--- src/rtl/dsq_pkg.sv ---
package dsq_pkg;
    typedef enum logic [2:0] {
        ST_IDLE,
        ST_ROW,
        ST_COL,
        ST_FIN,
        ST_KILL,
        ST_PRE
    } dsq_state_e;
endpackage

--- src/rtl/dsq_fsm.sv ---
module dsq_fsm
    import dsq_pkg::*;
#(
    parameter int PH_W       = 4,
    parameter int CONFIRM_PH = 3,
    parameter int CAS_LAST   = 7
) (
    input  logic            clk,
    input  logic            rst_n,
    input  logic            start,
    input  logic            spec_q,
    input  logic            cpu_as,
    input  logic            stretch,
    output dsq_state_e      state,
    output logic            ras_act,
    output logic            cas_act,
    output logic            col_sel,
    output logic            done,
    output logic            killed,
    output logic            ready,
    output logic            capture
);
    localparam logic [PH_W-1:0] PH_CONF = PH_W'(CONFIRM_PH);
    localparam logic [PH_W-1:0] PH_LAST = PH_W'(CAS_LAST);

    dsq_state_e      nxt;
    logic [PH_W-1:0] ph, nph;

    always_ff @(posedge clk) begin
        if (!rst_n) begin
            state <= ST_IDLE;
            ph    <= '0;
        end else begin
            state <= nxt;
            ph    <= nph;
        end
    end

    always_comb begin
        nxt = state;
        nph = ph;
        unique case (state)
            ST_IDLE: begin
                if (start) begin
                    nxt = ST_ROW;
                    nph = PH_W'(1);
                end
            end
            ST_ROW: begin
                if (ph == PH_CONF) begin
                    if (spec_q && !cpu_as) begin
                        nxt = ST_KILL;
                    end else begin
                        nxt = ST_COL;
                        nph = ph + 1'b1;
                    end
                end else begin
                    nph = ph + 1'b1;
                end
            end
            ST_COL: begin
                if (ph == PH_LAST) begin
                    if (!stretch) begin
                        nxt = ST_FIN;
                        nph = ph + 1'b1;
                    end
                end else begin
                    nph = ph + 1'b1;
                end
            end
            ST_FIN:  nxt = ST_PRE;
            ST_KILL: nxt = ST_PRE;
            ST_PRE:  nxt = ST_IDLE;
            default: nxt = ST_IDLE;
        endcase
    end

    always_comb begin
        ras_act = (state == ST_ROW) || (state == ST_COL);
        cas_act = (state == ST_COL);
        col_sel = (state == ST_COL) || ((state == ST_ROW) && (ph >= PH_CONF));
        done    = (state == ST_FIN) || (state == ST_KILL);
        killed  = (state == ST_KILL);
        ready   = (state == ST_IDLE);
        capture = (state == ST_COL) && (ph == PH_LAST) && !stretch;
    end
endmodule

--- src/rtl/dsq_parity.sv ---
module dsq_parity #(
    parameter int NB = 4,
    localparam int DW = 8 * NB
) (
    input  logic [DW-1:0] wdata,
    input  logic [DW-1:0] rd,
    input  logic [NB-1:0] rpar,
    input  logic [NB-1:0] lane_en,
    output logic [NB-1:0] wpar,
    output logic          err
);
    logic [NB-1:0] lane_bad;

    for (genvar g = 0; g < NB; g++) begin : g_lane
        assign wpar[g]     = ^wdata[8*g +: 8];
        assign lane_bad[g] = lane_en[g] & ((^rd[8*g +: 8]) ^ rpar[g]);
    end

    assign err = |lane_bad;
endmodule

--- src/rtl/dsq_addr_mux.sv ---
module dsq_addr_mux #(
    parameter int AW = 9
) (
    input  logic [2*AW-1:0] addr_q,
    input  logic            col_sel,
    output logic [AW-1:0]   dram_addr
);
    always_comb begin
        if (col_sel) dram_addr = addr_q[AW-1:0];
        else         dram_addr = addr_q[2*AW-1:AW];
    end
endmodule

--- src/rtl/dram_cycle_seq.sv ---
module dram_cycle_seq
    import dsq_pkg::*;
#(
    parameter int AW = 9,
    parameter int NB = 4,
    localparam int DW = 8 * NB
) (
    input  logic            clk,
    input  logic            rst_n,
    input  logic            start,
    input  logic            spec,
    input  logic            wr,
    input  logic [2*AW-1:0] addr,
    input  logic [NB-1:0]   byte_en,
    input  logic [DW-1:0]   wdata,
    input  logic            cpu_as,
    input  logic            stretch,
    output logic            ready,
    output logic            done,
    output logic            killed,
    output logic            par_err,
    output logic [DW-1:0]   rdata,
    output logic [AW-1:0]   dram_addr,
    output logic            ras_n,
    output logic            cas_n,
    output logic [NB-1:0]   we_n,
    output logic [DW-1:0]   dram_wd,
    output logic [NB-1:0]   dram_wpar,
    input  logic [DW-1:0]   dram_rd,
    input  logic [NB-1:0]   dram_rpar
);
    dsq_state_e      state;
    logic            ras_act, cas_act, col_sel, capture, accept, perr_now;
    logic            spec_q, wr_q, perr_q;
    logic [2*AW-1:0] addr_q;
    logic [NB-1:0]   be_q;
    logic [DW-1:0]   wdata_q, rdata_q;

    assign accept = start && ready;

    always_ff @(posedge clk) begin
        if (!rst_n) begin
            spec_q  <= 1'b0;
            wr_q    <= 1'b0;
            addr_q  <= '0;
            be_q    <= '0;
            wdata_q <= '0;
            rdata_q <= '0;
            perr_q  <= 1'b0;
        end else begin
            if (accept) begin
                spec_q  <= spec;
                wr_q    <= wr;
                addr_q  <= addr;
                be_q    <= byte_en;
                wdata_q <= wdata;
            end
            if (capture && !wr_q) begin
                rdata_q <= dram_rd;
                perr_q  <= perr_now;
            end else if (capture) begin
                perr_q  <= 1'b0;
            end
        end
    end

    dsq_fsm #(.PH_W(4), .CONFIRM_PH(3), .CAS_LAST(7)) u_fsm (
        .clk     (clk),
        .rst_n   (rst_n),
        .start   (start),
        .spec_q  (spec_q),
        .cpu_as  (cpu_as),
        .stretch (stretch),
        .state   (state),
        .ras_act (ras_act),
        .cas_act (cas_act),
        .col_sel (col_sel),
        .done    (done),
        .killed  (killed),
        .ready   (ready),
        .capture (capture)
    );

    dsq_parity #(.NB(NB)) u_par (
        .wdata   (wdata_q),
        .rd      (dram_rd),
        .rpar    (dram_rpar),
        .lane_en (be_q),
        .wpar    (dram_wpar),
        .err     (perr_now)
    );

    dsq_addr_mux #(.AW(AW)) u_mux (
        .addr_q    (addr_q),
        .col_sel   (col_sel),
        .dram_addr (dram_addr)
    );

    always_comb begin
        ras_n   = !ras_act;
        cas_n   = !cas_act;
        we_n    = ~(be_q & {NB{wr_q & cas_act}});
        dram_wd = wdata_q;
        rdata   = rdata_q;
        par_err = (state == ST_FIN) && !wr_q && perr_q;
    end
endmodule

--- config.mk ---
export PLATFORM = sky130hd
export DESIGN_NAME = dram_cycle_seq
export DESIGN_NICKNAME = d
export VERILOG_FILES = /design/src/rtl/dsq_pkg.sv /design/src/rtl/dsq_fsm.sv /design/src/rtl/dsq_parity.sv /design/src/rtl/dsq_addr_mux.sv /design/src/rtl/dram_cycle_seq.sv
export SDC_FILE = /design/constraint.sdc
export NUM_CORES = 1
export LEC_CHECK = 0
export BUFFER_PORTS_ARGS = -buffer_cell sky130_fd_sc_hd__buf_4
export CAP_MARGIN = 20
export CORE_MARGIN = 5
export CORE_UTILIZATION = 48
export CTS_CLUSTER_DIAMETER = 60
export DETAILED_ROUTE_END_ITERATION = 10
export HOLD_SLACK_MARGIN = 0.03
export PLACE_DENSITY = 0.82
export RECOVER_POWER = 25
export SLEW_MARGIN = 20
export SYNTH_ARGS = -nofsm -noshare
export SYNTH_HDL_FRONTEND = slang
export SYNTH_SLANG_ARGS = --single-unit
--- constraint.sdc ---
create_clock -name clk -period 1.88 [get_ports clk]
set_input_delay 0.188 -clock clk [delete_from_list [all_inputs] [get_ports clk]]
set_output_delay 0.188 -clock clk [all_outputs]
set_load 0.05 [all_outputs]
==> run_results.csv <==
group,metric,value,unit
status,status,"finished, violations left",
status,violations,"negative setup slack",
sta,finalCritPeriodShare,112,%
clocking,cts_tree,"yes",
route,drt_iter0_drc,177,
clocking,clock-sinks,96,
clocking,clock_latency,0.35,ns
cells_and_area,n_antenna_cell,0,
placed_design,post-dp-hpwl,9.18,mm
cells_and_area,postLayoutCoreUtil,70.5,%
power_and_ir_drop,p_int,3.44,mW
yosys,synth_top_family_by_area,"simple AND/OR/NAND/NOR gates",
route,wl_met1,5.30,mm
floorplan,boundaryPins,184,
placed_design,io_buffers,183,
power_and_ir_drop,p_seq_share,43.9,%
global_route,grt_pass1_vias,4194,
floorplan,die_h,105,um
route,drt-total-wl,12.6,mm
global_route,grt_max_degree,93,
yosys,syn_nets,625,
yosys,yosysSeqAreaShare,44.6,%
route,dr.max_layer_used,"met4",
placed_design,place_ws,0.0303,ns
clocking,htree_num_levels,3,
cells_and_area,final_nets,809,
sta,fin_crit,2.11,ns
cells_and_area,area_growth,42.7,%
floorplan,dieArea,0.0110,sq mm
power_and_ir_drop,power_density,809,mW/mm^2
floorplan,core,0.00872,sq mm
yosys,synth-compound-area-share,13.9,%
sta,worst_pin_slew,0.645,ns
yosys,yosysWarnings,0,
power_and_ir_drop,p_sw,1.54,mW
floorplan,die_w,105,um
yosys,avgSynthCellArea,8.17,sq um
cells_and_area,drive_gt1_share,30.2,%
yosys,ys_types,41,
cells_and_area,multiInputGateArea,0.00234,sq mm
yosys,synthXorXnorAreaFrac,12.6,%
sta,rsz0062_at_grt,"true",
sta,relSlewSlack,57.2,%
cells_and_area,regArea,0.00193,sq mm
global_route,grt.overflow.total,0,
route,drcViolationCount,0,
cells_and_area,num-fill-cells,697,
clocking,clk_pin_slew,0.09,ns
yosys,yosys.area.top_type_share,44.6,%
global_route,grt_use_total,22.1,%
floorplan,start_util,49.4,%
setup_path,path_cells,"nand2b_4 > a21o_4 > a21oi_4 > clkbuf_16 > mux2_4 > buf_8",
power_and_ir_drop,leakagePower,2.52,nW
job,max_cap_violations,0,
global_route,grt_pass1_wl,20.1,mm
yosys,synthArstFlopShare,0,%
route,viasPerCell,5.05,
setup_path,critPathCaptureType,"primary output",
setup_path,slowest_stage,"dfxtp_4",
yosys,synth_fa_ha_area_share,0.290,%
yosys,syn_area,0.00431,sq mm
yosys,synth.most_common_cell,"nand2_1",
route,drtPass1Iterations,4,
sta,setup_viol,9,
route,wl_met3,998,um
yosys,synth_edf_count,0,
setup_path,crit_family,"flip-flops",
route,drtAntennaViolNets,0,
sta,clock_skew,0.00804,ns
route,wl_met2,6.13,mm
sta,finalHoldViolCount,0,
yosys,synthSimpleGateAreaFrac,20.9,%
sta,whs,0.0686,ns
power_and_ir_drop,p_clk_share,29.2,%
setup_path,worstPathArrival,1.92,ns
setup_path,cp_num_buf_inv,2,
floorplan,rows,34,
setup_path,max_stage_delay,0.39,ns
setup_path,path_class,"reg2out",
yosys,muxShareOfSynthArea,3.54,%
yosys,synth_area_leaders,"dfxtp_1, nand2_1, a21oi_1, xnor2_1, xnor3_1",
placed_design,place_congestion,0.787,
yosys,post-synth-top-area-cell,"dfxtp_1",
sta,setup_slack,-0.232,ns
power_and_ir_drop,combinationalPowerShare,26.9,%
sta,fmax,0.473,GHz
yosys,synth_seq_cells,96,
route,vias,4154,
sta,drv_slew,0,
clocking,cts_buffer_depth,2,
route,avgRoutedWirePerCell,15.3,um
clocking,cts-root-buf,"clkbuf_8",
power_and_ir_drop,ir_drop,0.477,mV
clocking,cts_buffers,9,
setup_path,critical_path_peak_fanout,5,
hold_path,worstHoldPathType,"in2reg",
yosys,synth_common_cells,"nand2_1, dfxtp_1, a21oi_1",
clocking,cts_hold_buf,0,
power_and_ir_drop,sw_frac_of_total,30.9,%
yosys,synthFlopType,"dfxtp_1",
setup_path,startpoint_type,"flop",
setup_path,critPathRequiredTime,1.69,ns
yosys,synthesis.instances,527,
global_route,antenna_found_initial,0,
area by class of cell:
cell class	instances	area share [%]
Clock inverter	5	1.34
Clock buffer	10	2.08
Multi-Input combinational cell	391	38.0
Sequential cell	96	31.4
Inverter	7	0.427
Timing Repair Buffer	206	24.5
Tap cell	108	2.20
per-stage QoR:
stage	setup TNS, ns	instances	power [mW]	cell area (sq um)
floorplan	-0.231	527	3.08	4360
global placement	0	803	3.51	5890
detailed placement	0	803	3.53	5890
CTS	-2.31	821	5.02	6290
global route	-2.48	823	5.18	6150
finish	-1.96	823	4.98	6150
state kept, by name, summed over array words and instances (netlist names):
name	count
u_fsm.state	3
perr_q	1
dram_wd	32
be_q	4
addr_q	18
wr_q	1
spec_q	1
u_fsm.ph	4
rdata	32
worst register-to-register path: cells and delay by family, from the launching register on:
family | cells | cell delay (ns)
compound gates | 2 | 0.37
buf+inv | 1 | 0.19
flops | 1 | 0.34
mux | 1 | 0.21
simple gates | 2 | 0.58
power groups by stage:
stage | clock network [mW] | logic, mW | registers, mW
floorplan | 0 | 0.717 | 2.36
global placement | 0 | 1.28 | 2.22
detailed placement | 0 | 1.30 | 2.23
CTS | 1.49 | 1.35 | 2.18
global route | 1.56 | 1.42 | 2.20
finish | 1.45 | 1.34 | 2.19
routing by layer:
metal | track usage [%] | vias to the layer above
li1 | - | 2077
met1 | 25.9 | 1903
met2 | 38.3 | 161
met3 | 6.54 | 13
met4 | 7.85 | 0
met5 | 0 | -
worst paths after layout:
check	from	end	slack, ns	cells after the start
max	u_fsm.state[0]$_SDFFE_PN0P_	dram_addr[7]	-0.23	6
min	wdata[14]	dram_wd[14]$_SDFFE_PN0P_	0.07	3
max reg2reg	u_fsm.state[2]$_SDFFE_PN0P_	u_fsm.ph[1]$_SDFFE_PN0P_	0.10	6
min reg2reg	rdata[6]$_SDFFE_PN0P_	rdata[6]$_SDFFE_PN0P_	0.46	2
layout by cell type (no fill, tap or decap), types with 2 or more instances in the layout:
cell type	synthesis	layout
mux2_4	0	9
xnor2_1	35	31
dfxtp_1	96	94
nand2_1	186	185
buf_12	0	3
clkinvlp_4	0	3
nor3_1	6	4
nand2b_1	4	2
xor2_1	9	9
clkbuf_1	16	44
a21oi_1	91	91
nor3_2	1	2
mux2i_1	4	4
bufinv_16	0	2
or2_2	3	3
xnor2_2	0	4
nand3_1	4	4
xnor3_1	7	7
buf_4	1	150
buf_8	0	9
nor2_1	5	4
a211oi_2	2	2
clkbuf_8	0	9
nand2b_4	0	2
inv_1	7	6
dfxtp_4	0	2
o21ai_0	3	3
kinds of logic (layout without fill, tap and decap cells):
family,after synthesis,after routing
simple gates,218,218
xor+xnor,51,51
fa+ha+maj,1,1
buf+inv,40,228
flops,96,96
compound gates,107,107
mux,14,14
what timing repair did:
action                                  4_1_cts  5_1_grt
endpoints found under the setup margin       13        9
setup buffers                                 2        2
pin swaps                                     1        0
gates resized for setup                      38        2
cloned                                        1        0
Power figures use the tool's default switching activity.
